--- config.mk ---
export PLATFORM = sky130hd
export DESIGN_NAME = pwm_tbaq
export DESIGN_NICKNAME = d
export VERILOG_FILES = /design/src/rtl/pwm_tbaq_pkg.sv /design/src/rtl/pwm_tbaq_prescale.sv /design/src/rtl/pwm_tbaq_counter.sv /design/src/rtl/pwm_tbaq_aq.sv /design/src/rtl/pwm_tbaq.sv
export SDC_FILE = /design/constraint.sdc
export NUM_CORES = 1
export LEC_CHECK = 0
export ABC_AREA = 1
export BUFFER_PORTS_ARGS = -buffer_cell sky130_fd_sc_hd__buf_2
export CAP_MARGIN = 20
export CORE_UTILIZATION = 50
export DETAILED_ROUTE_END_ITERATION = 10
export PLACE_DENSITY_LB_ADDON = 0.1
export REMOVE_ABC_BUFFERS = 1
export SLEW_MARGIN = 20
export SYNTH_ARGS = -nofsm -noshare
export SYNTH_HDL_FRONTEND = slang
export SYNTH_SLANG_ARGS = --single-unit
--- constraint.sdc ---
create_clock -name clk -period 3.65 [get_ports clk]
set_clock_uncertainty 0.2 [all_clocks]
set_input_delay 0.1825 -clock clk [delete_from_list [all_inputs] [get_ports clk]]
set_output_delay 0.1825 -clock clk [all_outputs]
set_load 0.05 [all_outputs]
--- src/rtl/pwm_tbaq_pkg.sv ---
package pwm_tbaq_pkg;
  localparam int CNT_W     = 16;
  localparam int HS_SEL_W  = 3;
  localparam int CK_SEL_W  = 3;
  localparam int ACT_W     = 2;
  localparam int N_EVT     = 6;
  localparam int TBL_W     = ACT_W * N_EVT;
  localparam int N_CH      = 2;

  typedef enum logic [1:0] {ACT_NONE, ACT_CLR, ACT_SET, ACT_TGL} act_e;
  typedef enum logic [1:0] {MODE_UP, MODE_DOWN, MODE_UPDN, MODE_FREEZE} mode_e;
  typedef enum logic [1:0] {SO_PASS, SO_ZERO, SO_CMPB, SO_OFF} so_e;

  // bit 0 is the step-to-zero event, matching the action table field order
  typedef struct packed {
    logic cbd;
    logic cbu;
    logic cad;
    logic cau;
    logic prd;
    logic zero;
  } evt_t;

  localparam logic [TBL_W-1:0] ACT_A_DFLT = 12'h021;
  localparam logic [TBL_W-1:0] ACT_B_DFLT = 12'h108;
endpackage

--- src/rtl/pwm_tbaq_prescale.sv ---
module pwm_tbaq_prescale
  import pwm_tbaq_pkg::*;
#(
  parameter int HS_W = HS_SEL_W,
  parameter int CK_W = CK_SEL_W
) (
  input  logic            clk,
  input  logic            rst_n,
  input  logic            run_en,
  input  logic            restart,
  input  logic [HS_W-1:0] hs_sel,
  input  logic [CK_W-1:0] ck_sel,
  output logic            tick
);
  localparam int HS_CNT_W = HS_W + 1;
  localparam int CK_CNT_W = (1 << CK_W) - 1;

  logic [HS_CNT_W-1:0] hs_q, hs_d, hs_last;
  logic [CK_CNT_W-1:0] ck_q, ck_d, ck_last;
  logic                hs_end, ck_end;

  // first stage divides by 1 or by twice its code
  always_comb begin
    if (hs_sel == '0) hs_last = '0;
    else              hs_last = {hs_sel, 1'b0} - 1'b1;
  end

  // second stage divides by a power of two
  assign ck_last = ~({CK_CNT_W{1'b1}} << ck_sel);

  assign hs_end = (hs_q >= hs_last);
  assign ck_end = (ck_q >= ck_last);
  assign tick   = run_en & hs_end & ck_end;

  always_comb begin
    hs_d = hs_q;
    ck_d = ck_q;
    if (!run_en || restart) begin
      hs_d = '0;
      ck_d = '0;
    end else if (hs_end) begin
      hs_d = '0;
      ck_d = ck_end ? '0 : ck_q + 1'b1;
    end else begin
      hs_d = hs_q + 1'b1;
    end
  end

  always_ff @(posedge clk or negedge rst_n) begin
    if (!rst_n) begin
      hs_q <= '0;
      ck_q <= '0;
    end else begin
      hs_q <= hs_d;
      ck_q <= ck_d;
    end
  end
endmodule

--- src/rtl/pwm_tbaq_counter.sv ---
module pwm_tbaq_counter
  import pwm_tbaq_pkg::*;
#(
  parameter int W = CNT_W
) (
  input  logic         clk,
  input  logic         rst_n,
  input  logic         tick,
  input  logic         load,
  input  mode_e        mode,
  input  logic [W-1:0] period,
  input  logic [W-1:0] phase_val,
  input  logic         phase_dir_up,
  input  logic [W-1:0] cmp_a,
  input  logic [W-1:0] cmp_b,
  output logic [W-1:0] cnt,
  output logic         dir_up,
  output evt_t         evt_nx,
  output logic         zero_q,
  output logic         prd_q
);
  logic [W-1:0] cnt_q, cnt_d, step_cnt;
  logic         dir_q, dir_d, step_dir, upd_en;

  // value and direction of one count step in the current mode
  always_comb begin
    step_cnt = cnt_q;
    step_dir = dir_q;
    unique case (mode)
      MODE_UP: begin
        step_dir = 1'b1;
        step_cnt = (cnt_q >= period) ? '0 : cnt_q + 1'b1;
      end
      MODE_DOWN: begin
        step_dir = 1'b0;
        step_cnt = (cnt_q == '0) ? period : cnt_q - 1'b1;
      end
      MODE_UPDN: begin
        if (dir_q) begin
          if (cnt_q >= period) begin
            step_dir = 1'b0;
            step_cnt = (cnt_q == '0) ? '0 : cnt_q - 1'b1;
          end else begin
            step_cnt = cnt_q + 1'b1;
          end
        end else if (cnt_q == '0) begin
          step_dir = 1'b1;
          step_cnt = (period == '0) ? '0 : W'(1);
        end else begin
          step_cnt = cnt_q - 1'b1;
        end
      end
      default: ;
    endcase
  end

  // phase load beats a step; events come only from steps
  always_comb begin
    cnt_d  = cnt_q;
    dir_d  = dir_q;
    evt_nx = '0;
    if (load) begin
      cnt_d = phase_val;
      unique case (mode)
        MODE_UP:   dir_d = 1'b1;
        MODE_DOWN: dir_d = 1'b0;
        MODE_UPDN: dir_d = phase_dir_up;
        default:   dir_d = dir_q;
      endcase
    end else if (tick && (mode != MODE_FREEZE)) begin
      cnt_d       = step_cnt;
      dir_d       = step_dir;
      evt_nx.zero = (step_cnt == '0);
      evt_nx.prd  = (step_cnt == period);
      evt_nx.cau  = (step_cnt == cmp_a) &  step_dir;
      evt_nx.cad  = (step_cnt == cmp_a) & ~step_dir;
      evt_nx.cbu  = (step_cnt == cmp_b) &  step_dir;
      evt_nx.cbd  = (step_cnt == cmp_b) & ~step_dir;
    end
  end

  assign upd_en = load | tick;

  always_ff @(posedge clk or negedge rst_n) begin
    if (!rst_n) begin
      cnt_q <= '0;
      dir_q <= 1'b1;
    end else if (upd_en) begin
      cnt_q <= cnt_d;
      dir_q <= dir_d;
    end
  end

  always_ff @(posedge clk or negedge rst_n) begin
    if (!rst_n) begin
      zero_q <= 1'b0;
      prd_q  <= 1'b0;
    end else begin
      zero_q <= evt_nx.zero;
      prd_q  <= evt_nx.prd;
    end
  end

  assign cnt    = cnt_q;
  assign dir_up = dir_q;
endmodule

--- src/rtl/pwm_tbaq_aq.sv ---
module pwm_tbaq_aq
  import pwm_tbaq_pkg::*;
(
  input  logic             clk,
  input  logic             rst_n,
  input  evt_t             evt,
  input  logic [TBL_W-1:0] tbl,
  output logic             pwm
);
  logic [N_EVT-1:0] ev_v;
  act_e             sel;
  logic             out_q, out_d, out_en;

  // rank 0 is the strongest: zero, period, B up, B down, A up, A down
  function automatic int rank_to_evt(input int rank);
    case (rank)
      0:       return 0;
      1:       return 1;
      2:       return 4;
      3:       return 5;
      4:       return 2;
      default: return 3;
    endcase
  endfunction

  assign ev_v = evt;

  // walk from weakest to strongest so the strongest active action remains
  always_comb begin
    sel = ACT_NONE;
    for (int r = N_EVT - 1; r >= 0; r--) begin
      if (ev_v[rank_to_evt(r)] &&
          (act_e'(tbl[rank_to_evt(r)*ACT_W +: ACT_W]) != ACT_NONE))
        sel = act_e'(tbl[rank_to_evt(r)*ACT_W +: ACT_W]);
    end
  end

  always_comb begin
    unique case (sel)
      ACT_CLR: out_d = 1'b0;
      ACT_SET: out_d = 1'b1;
      ACT_TGL: out_d = ~out_q;
      default: out_d = out_q;
    endcase
  end

  assign out_en = (sel != ACT_NONE);

  always_ff @(posedge clk or negedge rst_n) begin
    if (!rst_n)      out_q <= 1'b0;
    else if (out_en) out_q <= out_d;
  end

  assign pwm = out_q;
endmodule

--- src/rtl/pwm_tbaq.sv ---
module pwm_tbaq
  import pwm_tbaq_pkg::*;
#(
  parameter int W    = CNT_W,
  parameter int HS_W = HS_SEL_W,
  parameter int CK_W = CK_SEL_W
) (
  input  logic             clk,
  input  logic             rst_n,
  input  logic             run_en,
  input  logic [W-1:0]     period,
  input  logic [W-1:0]     cmp_a,
  input  logic [W-1:0]     cmp_b,
  input  logic [HS_W-1:0]  hs_div_sel,
  input  logic [CK_W-1:0]  ck_div_sel,
  input  logic [1:0]       count_mode,
  input  logic             phase_en,
  input  logic [W-1:0]     phase_val,
  input  logic             phase_dir_up,
  input  logic             sync_in,
  input  logic             sw_sync,
  input  logic [1:0]       sync_out_sel,
  input  logic [TBL_W-1:0] act_a,
  input  logic [TBL_W-1:0] act_b,
  output logic [W-1:0]     cnt,
  output logic             cnt_dir_up,
  output logic             evt_zero,
  output logic             evt_prd,
  output logic             sync_out,
  output logic             pwm_a,
  output logic             pwm_b
);
  logic                  rst_s1, rst_s2;
  logic                  tick, sync_hit, load;
  evt_t                  evt_nx;
  logic [N_CH-1:0][TBL_W-1:0] tbls;
  logic [N_CH-1:0]       pwm_v;
  logic                  so_q, so_d;

  // asynchronous assert, synchronous release
  always_ff @(posedge clk or negedge rst_n) begin
    if (!rst_n) begin
      rst_s1 <= 1'b0;
      rst_s2 <= 1'b0;
    end else begin
      rst_s1 <= 1'b1;
      rst_s2 <= rst_s1;
    end
  end

  assign sync_hit = sync_in | sw_sync;
  assign load     = phase_en & sync_hit;

  pwm_tbaq_prescale #(.HS_W(HS_W), .CK_W(CK_W)) u_pre (
    .clk     (clk),
    .rst_n   (rst_s2),
    .run_en  (run_en),
    .restart (load),
    .hs_sel  (hs_div_sel),
    .ck_sel  (ck_div_sel),
    .tick    (tick)
  );

  pwm_tbaq_counter #(.W(W)) u_cnt (
    .clk          (clk),
    .rst_n        (rst_s2),
    .tick         (tick),
    .load         (load),
    .mode         (mode_e'(count_mode)),
    .period       (period),
    .phase_val    (phase_val),
    .phase_dir_up (phase_dir_up),
    .cmp_a        (cmp_a),
    .cmp_b        (cmp_b),
    .cnt          (cnt),
    .dir_up       (cnt_dir_up),
    .evt_nx       (evt_nx),
    .zero_q       (evt_zero),
    .prd_q        (evt_prd)
  );

  assign tbls[0] = act_a;
  assign tbls[1] = act_b;

  for (genvar ch = 0; ch < N_CH; ch++) begin : g_ch
    pwm_tbaq_aq u_aq (
      .clk   (clk),
      .rst_n (rst_s2),
      .evt   (evt_nx),
      .tbl   (tbls[ch]),
      .pwm   (pwm_v[ch])
    );
  end

  assign pwm_a = pwm_v[0];
  assign pwm_b = pwm_v[1];

  always_comb begin
    unique case (so_e'(sync_out_sel))
      SO_PASS: so_d = sync_hit;
      SO_ZERO: so_d = evt_nx.zero;
      SO_CMPB: so_d = evt_nx.cbu | evt_nx.cbd;
      default: so_d = 1'b0;
    endcase
  end

  always_ff @(posedge clk or negedge rst_s2) begin
    if (!rst_s2) so_q <= 1'b0;
    else         so_q <= so_d;
  end

  assign sync_out = so_q;
endmodule

Yosys cells after proc, flatten, opt, wreduce, memory -nomap -nowiden
Index checks and enable logic that the tools add are counted.
{"block": "op_classes", "shifts": 13, "magnitude_cmp": 3, "n_bitwise": 14, "eq_ne": 15, "n_mux": 52, "add_sub_neg": 5, "reduce_logical": 43}
{"op": "12-bit by 32-bit variable part select with 2-bit output", "count": 12}
{"op": "31-bit 2-to-1 mux", "count": 12}
{"op": "16-bit 2-to-1 mux", "count": 8}
{"op": "16-bit equality test", "count": 3}
{"op": "16-bit logical NOT", "count": 3}
{"op": "16-bit case mux with 3 select lines", "count": 1}
{"op": "2-bit nonzero test", "count": 16}
{"op": "2-bit 2-to-1 mux", "count": 12}
{"op": "7-bit 2-to-1 mux", "count": 3}
{"op": "16-bit by 1-bit adder with 16-bit output (second input constant)", "count": 1}
{"op": "16-bit >= comparator", "count": 1}
{"op": "16-bit by 1-bit subtractor with 16-bit output (second input constant)", "count": 1}
{"op": "1-bit case mux with 3 select lines", "count": 5}
{"op": "1-bit logical AND", "count": 13}
{"op": "2-bit equality test (second input constant)", "count": 6}
{"op": "4-bit 2-to-1 mux", "count": 3}
{"op": "6-bit 2-to-1 mux", "count": 2}
{"op": "2-bit by 1-bit equality test with 1-bit output (second input constant)", "count": 4}
{"op": "7-bit by 1-bit adder with 7-bit output (second input constant)", "count": 1}
{"op": "1-bit bitwise AND", "count": 7}
{"op": "7-bit >= comparator", "count": 1}
{"op": "7-bit inverter", "count": 1}
{"op": "7-bit by 3-bit left shift with 7-bit output (first input constant)", "count": 1}
{"op": "1-bit 2-to-1 mux", "count": 6}
{"op": "14 further kinds", "count": 22}
{"block": "totals", "inputBits": 105, "ff_bits": 35, "word_cells": 156}

Longest topological paths before layout
{"block": "logic_depth", "word_depth": 21, "ltp_mapped": 30}

Cells and area by module
Synthesis repeated with hierarchy kept, for this count alone.
{"block": "hier_totals", "cells_unflattened": 979, "hier_area_um2": 5644.2}
{"module": "pwm_tbaq_counter", "cells_per_inst": 761, "instances": 1, "area_per_inst_um2": 4186.5}
{"module": "pwm_tbaq_prescale", "cells_per_inst": 128, "instances": 1, "area_per_inst_um2": 942.2}
{"module": "pwm_tbaq_aq (g_ch[0].u_aq)", "cells_per_inst": 37, "instances": 1, "area_per_inst_um2": 186.4}
{"module": "pwm_tbaq_aq (g_ch[1].u_aq)", "cells_per_inst": 35, "instances": 1, "area_per_inst_um2": 183.9}
{"module": "pwm_tbaq", "cells_per_inst": 18, "instances": 1, "area_per_inst_um2": 145.1}

Worst setup path after synthesis
OpenSTA, ideal clock, no wires.
{"block": "synth_timing", "path_kind": "register -> register", "startpoint": "reg u_cnt.cnt_q[0], in the netlist u_cnt.cnt[0]", "endpoint": "reg g_ch[0].u_aq.out_q", "stages_incl_launch_ff": 28, "t_arrival_ns": 3.139, "path_buffers": 1, "setup_slack_ns": 0.189, "period_less_slack_ns": 3.461, "required_time_ns": 3.328, "cell_sequence": "dfrtp_1 > inv_1 > ha_1 > nand4_1 > nor2_1 > nor2_1 > nand2_1 > nand2_2 > nand3_4 > buf_4 > nand2_1 > nand3_1 > nand2_1 > nand2_2 > nand2_1 > nand2_1 > nor2_1 > nand2_1 > nor2_4 > nand3_2 > a21oi_1 > nor2_1 > nand2_1 > nand2_1 > nand2_1 > nand2_1 > nand2_1 > a21oi_2"}
{"block": "synth_between", "elab_chain_len": 19}
{"item": "start: declaration", "line": "pwm_tbaq_counter.sv:22", "rtl": "logic [W-1:0] cnt_q, cnt_d, step_cnt;"}
{"item": "start signal: assignment", "line": "pwm_tbaq_counter.sv:89", "rtl": "cnt_q <= cnt_d;"}
{"item": "16-bit by 1-bit subtractor with 16-bit output / 16-bit logical NOT (equally long branches)"}
{"item": "16-bit 2-to-1 mux", "line": "pwm_tbaq_counter.sv:42", "rtl": "step_cnt = (cnt_q == '0) ? '0 : cnt_q - 1'b1;"}
{"item": "16-bit 2-to-1 mux", "line": "pwm_tbaq_counter.sv:40", "rtl": "if (cnt_q >= period) begin"}
{"item": "16-bit 2-to-1 mux", "line": "pwm_tbaq_counter.sv:39", "rtl": "if (dir_q) begin"}
{"item": "16-bit case mux with 3 select lines", "line": "pwm_tbaq_counter.sv:29", "rtl": "unique case (mode)"}
{"item": "16-bit equality test", "line": "pwm_tbaq_counter.sv:75, pwm_tbaq_counter.sv:76"}
{"item": "1-bit bitwise AND", "line": "pwm_tbaq_counter.sv:76", "rtl": "evt_nx.cad = (step_cnt == cmp_a) & ~step_dir;"}
{"item": "6-bit 2-to-1 mux (*)", "line": "pwm_tbaq_counter.sv:70", "rtl": "end else if (tick && (mode != MODE_FREEZE)) begin"}
{"item": "6-bit 2-to-1 mux (*)", "line": "pwm_tbaq_counter.sv:62", "rtl": "if (load) begin"}
{"item": "1-bit logical AND", "line": "pwm_tbaq_aq.sv:32", "rtl": "if (ev_v[rank_to_evt(r)] &&"}
{"item": "2-bit 2-to-1 mux (5 in series)", "line": "pwm_tbaq_aq.sv:32"}
{"item": "2-bit 2-to-1 mux (*)", "line": "pwm_tbaq_aq.sv:32"}
{"item": "2-bit by 1-bit equality test with 1-bit output / 2-bit equality test (equally long branches)", "line": "pwm_tbaq_aq.sv:39", "rtl": "unique case (sel)"}
{"item": "3-bit nonzero test (no line)"}
{"item": "2-bit AND reduction (no line)"}
{"item": "end signal: assignment", "line": "pwm_tbaq_aq.sv:51", "rtl": "else if (out_en) out_q <= out_d;"}
{"item": "end: declaration", "line": "pwm_tbaq_aq.sv:12", "rtl": "logic out_q, out_d, out_en;"}
Mark *: on every way between the ends. The rest lies on a longest branch, timed or not.
A chain may end at the register's enable or synchronous reset.

Final worst setup path
{"block": "layout_timing", "startpoint": "reg u_cnt.cnt_q[11], in the netlist u_cnt.cnt[11]", "endpoint": "reg g_ch[1].u_aq.out_q"}
{"block": "layout_between", "elab_chain_len": 19}
{"item": "16-bit by 1-bit subtractor with 16-bit output / 16-bit logical NOT (equally long branches)"}
{"item": "16-bit 2-to-1 mux", "line": "pwm_tbaq_counter.sv:42"}
{"item": "16-bit 2-to-1 mux", "line": "pwm_tbaq_counter.sv:40"}
{"item": "16-bit 2-to-1 mux", "line": "pwm_tbaq_counter.sv:39"}
{"item": "16-bit case mux with 3 select lines", "line": "pwm_tbaq_counter.sv:29"}
{"item": "16-bit equality test", "line": "pwm_tbaq_counter.sv:75, pwm_tbaq_counter.sv:76"}
{"item": "1-bit bitwise AND", "line": "pwm_tbaq_counter.sv:76"}
{"item": "6-bit 2-to-1 mux (*)", "line": "pwm_tbaq_counter.sv:70"}
{"item": "6-bit 2-to-1 mux (*)", "line": "pwm_tbaq_counter.sv:62"}
{"item": "1-bit logical AND", "line": "pwm_tbaq_aq.sv:32"}
{"item": "2-bit 2-to-1 mux (5 in series)", "line": "pwm_tbaq_aq.sv:32"}
{"item": "2-bit 2-to-1 mux (*)", "line": "pwm_tbaq_aq.sv:32"}
{"item": "2-bit by 1-bit equality test with 1-bit output / 2-bit equality test (equally long branches)", "line": "pwm_tbaq_aq.sv:39"}
{"item": "3-bit nonzero test (no line)"}
{"item": "2-bit AND reduction (no line)"}
{"item": "end signal: assignment", "line": "pwm_tbaq_aq.sv:51"}
{"item": "end: declaration", "line": "pwm_tbaq_aq.sv:12"}
Marks and branches as above.

==> key figures <==
Timing
  • Worst hold slack: -0.00293 ns
  • Worst-margin pin slew: 0.967 ns
  • Min setup slack post-route: 0.125 ns
  • Max-Slew Margin vs Limit: a little over a third
  • Tmin final: around 3.5 ns
  • Final worst-path cycle share: just under 100%
  • Achievable frequency: roughly 0.28 GHz
  • Hold Vio Cnt, Final: 1
  • Final setup vio count: 0
  • Unrepaired setup endpoints after global routing: yes
  • Max-slew violations: 0

Synthesis
  • Yosys top cell area share: between 20% and 30%
  • Post-Syn Instances: between 900 and 1000
  • Ys Warns: 0
  • Mapped cell area: ~5700 µm²
  • Synth top area cells: nand2_1 21%, dfrtp_1 15%, ha_1 8.2%
  • Mean post-synth cell area: 5.93 µm²
  • Async SR Flop Fraction: 100%
  • Yosys top cell by area: nand2_1
  • FF+latch count, synth: 35
  • Netlist cell types: 48
  • Sequential area share after synthesis: between 10% and 20%
  • Number of flops mapped to enable cells by yosys: 0
  • Top_reg_cell synth: dfrtp_1

Setup path
  • Critical Path Fanout Max: 7
  • Worst Path Arrival: about 3.5 ns
  • Crit Path Class: flop to flop
  • CP Launch Type: flop
  • R2R setup slack: ~0.12 ns
  • Worst path required time: 3.62 ns
  • Critical path endpoint category: flop

Die
  • Starting Density: about 52%
  • Die area: roughly 12000 µm²
  • Die H: around 110 µm
  • Row count: 38
  • I/O pin count: around 130
  • Core footprint: between 10000 and 15000 µm²
  • Die Wd: about 110 µm

Final layout
  • Layout cell share with drive strength beyond 1: between 20 and 30%
  • Area grow syn2layout: 30.7%
  • Leading cell type in the layout, fill and taps excluded: nand2_1
  • Nets: 1272
  • Diode count: 0
  • Most frequent cells in the layout: 302 x nand2_1, 126 x buf_2, 111 x inv_1
  • Final design utilization: roughly two thirds

Clock network
  • Htree depth: 2
  • CTS root buffer: clkbuf_16
  • CTS Buf Count: 5
  • Clock transition at path regs: ~0.060 ns
  • Clock Path Buffers: 2
  • Clock sinks: 35
  • Clock Latency Late Sink: 0.29 ns
  • CTS tree: built

Detailed routing
  • Detailed Routing Iterations Pass 1: 5
  • Routed Antenna Nets: 0
  • DRC viols: 0
  • Iter 0 DRT Violations: approximately 640
  • Routed WL: 21000 µm
  • Vias per cell: 5.58
  • Via count: around 7100
  • DR WL/cell: 16.6 µm

Place
  • GP Congestion: just over 1
  • Port bufs: 126
  • DP Wirelength: approximately 16000 µm
  • Pre-CTS setup slack: -0.127 ns

Power and ir drop
  • Pwr dens: about 290 nW/µm²
  • Leak: 0.00401 µW
  • Worst vdd ir: about 0.2 mV

GRT
  • First-pass GRT wire length: between 30000 and 40000 µm
  • Grt ovf: 0
  • Initial antenna violation count: 0
  • Tot GR Track Use: 35.0%
  • Vias in the first global route: around 6100
  • Pin count of the biggest net entering global routing: 24

Status
  • Failing checks: hold timing
  • Outcome: complete, but fails checks

Min path
  • Hold WC Path Type: primary input to async pin

Flow run
  • Max_cap viols: 0
path summary, 6_finish.rpt:
path,start,to,depth (start not counted)
max reg2reg,u_cnt.cnt[11]$_DFFE_PN0P_,g_ch[1].u_aq.pwm$_DFFE_PN0P_,27
min reg2reg,rst_s1$_DFF_PN0_,rst_s2$_DFF_PN0_,0
min in group clk,phase_val[0],u_cnt.cnt[0]$_DFFE_PN0P_,3
max in group asynchronous,rst_s2$_DFF_PN0_,u_cnt.cnt[13]$_DFFE_PN0P_,1
max,u_cnt.cnt[11]$_DFFE_PN0P_,g_ch[1].u_aq.pwm$_DFFE_PN0P_,27
min,rst_n,rst_s2$_DFF_PN0_,2
logic make-up after synthesis:
group / count (synthesis) / synth area share (%)
other cells: 1 / 0.0662
simple gates: 619 / 52.1
fa+ha+maj: 37 / 8.18
compound gates: 90 / 9.99
buf+inv: 150 / 10.7
flops: 35 / 15.5
xor+xnor: 23 / 3.56
state kept, by name, indices dropped and copies added (netlist names), 2 cells and up:
register       cells
u_pre.hs_q         4
g_ch.u_aq.pwm      2
u_pre.ck_q         7
u_cnt.cnt         16
synth_stat cells, types with 3 or more instances:
| cell type | number |
|---|---|
| o22ai_1 | 4 |
| o2111ai_1 | 5 |
| ha_1 | 37 |
| nor2_1 | 96 |
| a21oi_2 | 3 |
| nand3_2 | 6 |
| inv_2 | 9 |
| nand4_1 | 40 |
| dfrtp_1 | 34 |
| inv_1 | 115 |
| o211ai_1 | 17 |
| nor2_4 | 7 |
| nand3_1 | 66 |
| nor3_2 | 6 |
| or2_2 | 3 |
| o21ai_1 | 8 |
| nor2_2 | 9 |
| nand3b_1 | 27 |
| nand2_1 | 316 |
| nand2_2 | 24 |
| a21oi_1 | 22 |
| and3_1 | 3 |
| o21ai_0 | 23 |
| nand4_2 | 3 |
| buf_2 | 8 |
| clkbuf_1 | 10 |
| xor2_1 | 21 |
| nor3_1 | 3 |
| buf_4 | 4 |
worst max-delay path, cell delays in order (launching register included):
cell and delay [ns]:
dfrtp_1 0.42, ha_4 0.30, nand2_2 0.05, inv_2 0.05, nand3_2 0.07, nor3_4 0.27
nand2_4 0.10, nand3_4 0.17, buf_6 0.15, inv_2 0.05, nand2_1 0.06, nand3_1 0.08
nand2_2 0.15, nand2_4 0.09, nand2_1 0.06, nand2_1 0.06, nor2_1 0.11, nand2_1 0.09
nor2_4 0.24, nand3_4 0.16, a21oi_2 0.13, nor2_1 0.05, nand2_1 0.05, nand2_1 0.04
nand2_1 0.05, nand2_1 0.05, nand2_1 0.06, a21oi_2 0.05
layout make-up:
class	instances	area, µm²
Multi-Input combinational cell	770	4470
Fill cell	1038	3540
Timing Repair Buffer	192	1240
Sequential cell	35	878
Inverter	126	473
Tap cell	140	175
Clock buffer	7	153
Clock inverter	1	7.51
repair_timing:
item | CTS | global route
endpoints found under the hold margin | 18 | 0
hold buffers | 18 | 0
setup buffers | 0 | 9
setup endpoints to repair | 0 | 3
gates resized for setup | 0 | 72
power by group:
part           internal (µW)  switching (µW)
Combinational            419             801
Sequential               418            43.1
Clock                    291             179
Total                   1130            1020
layer usage:
layer	track usage [%]	up-vias	part of all wire [%]
li1	-	3456	-
met1	48.8	3141	41
met2	54.5	426	44
met3	5.61	65	11
met4	12.1	0	3.6
met5	0	-	0
through the flow:
stage | power (µW) | cells | area (µm²) | setup TNS, ns | hold WS (ns)
after floorplan | 1170 | 931 | 5530 | -0.0559 | -0.313
after global placement | 1540 | 1235 | 6620 | -0.173 | -0.233
after detailed placement | 1540 | 1235 | 6620 | -0.246 | -0.232
after CTS | 2020 | 1261 | 6960 | 0 | 0.00114
after global routing | 2280 | 1271 | 7400 | -0.232 | 0.00739
final | 2150 | 1271 | 7400 | 0 | -0.00293
No activity file was read; power rests on OpenSTA's default activity.
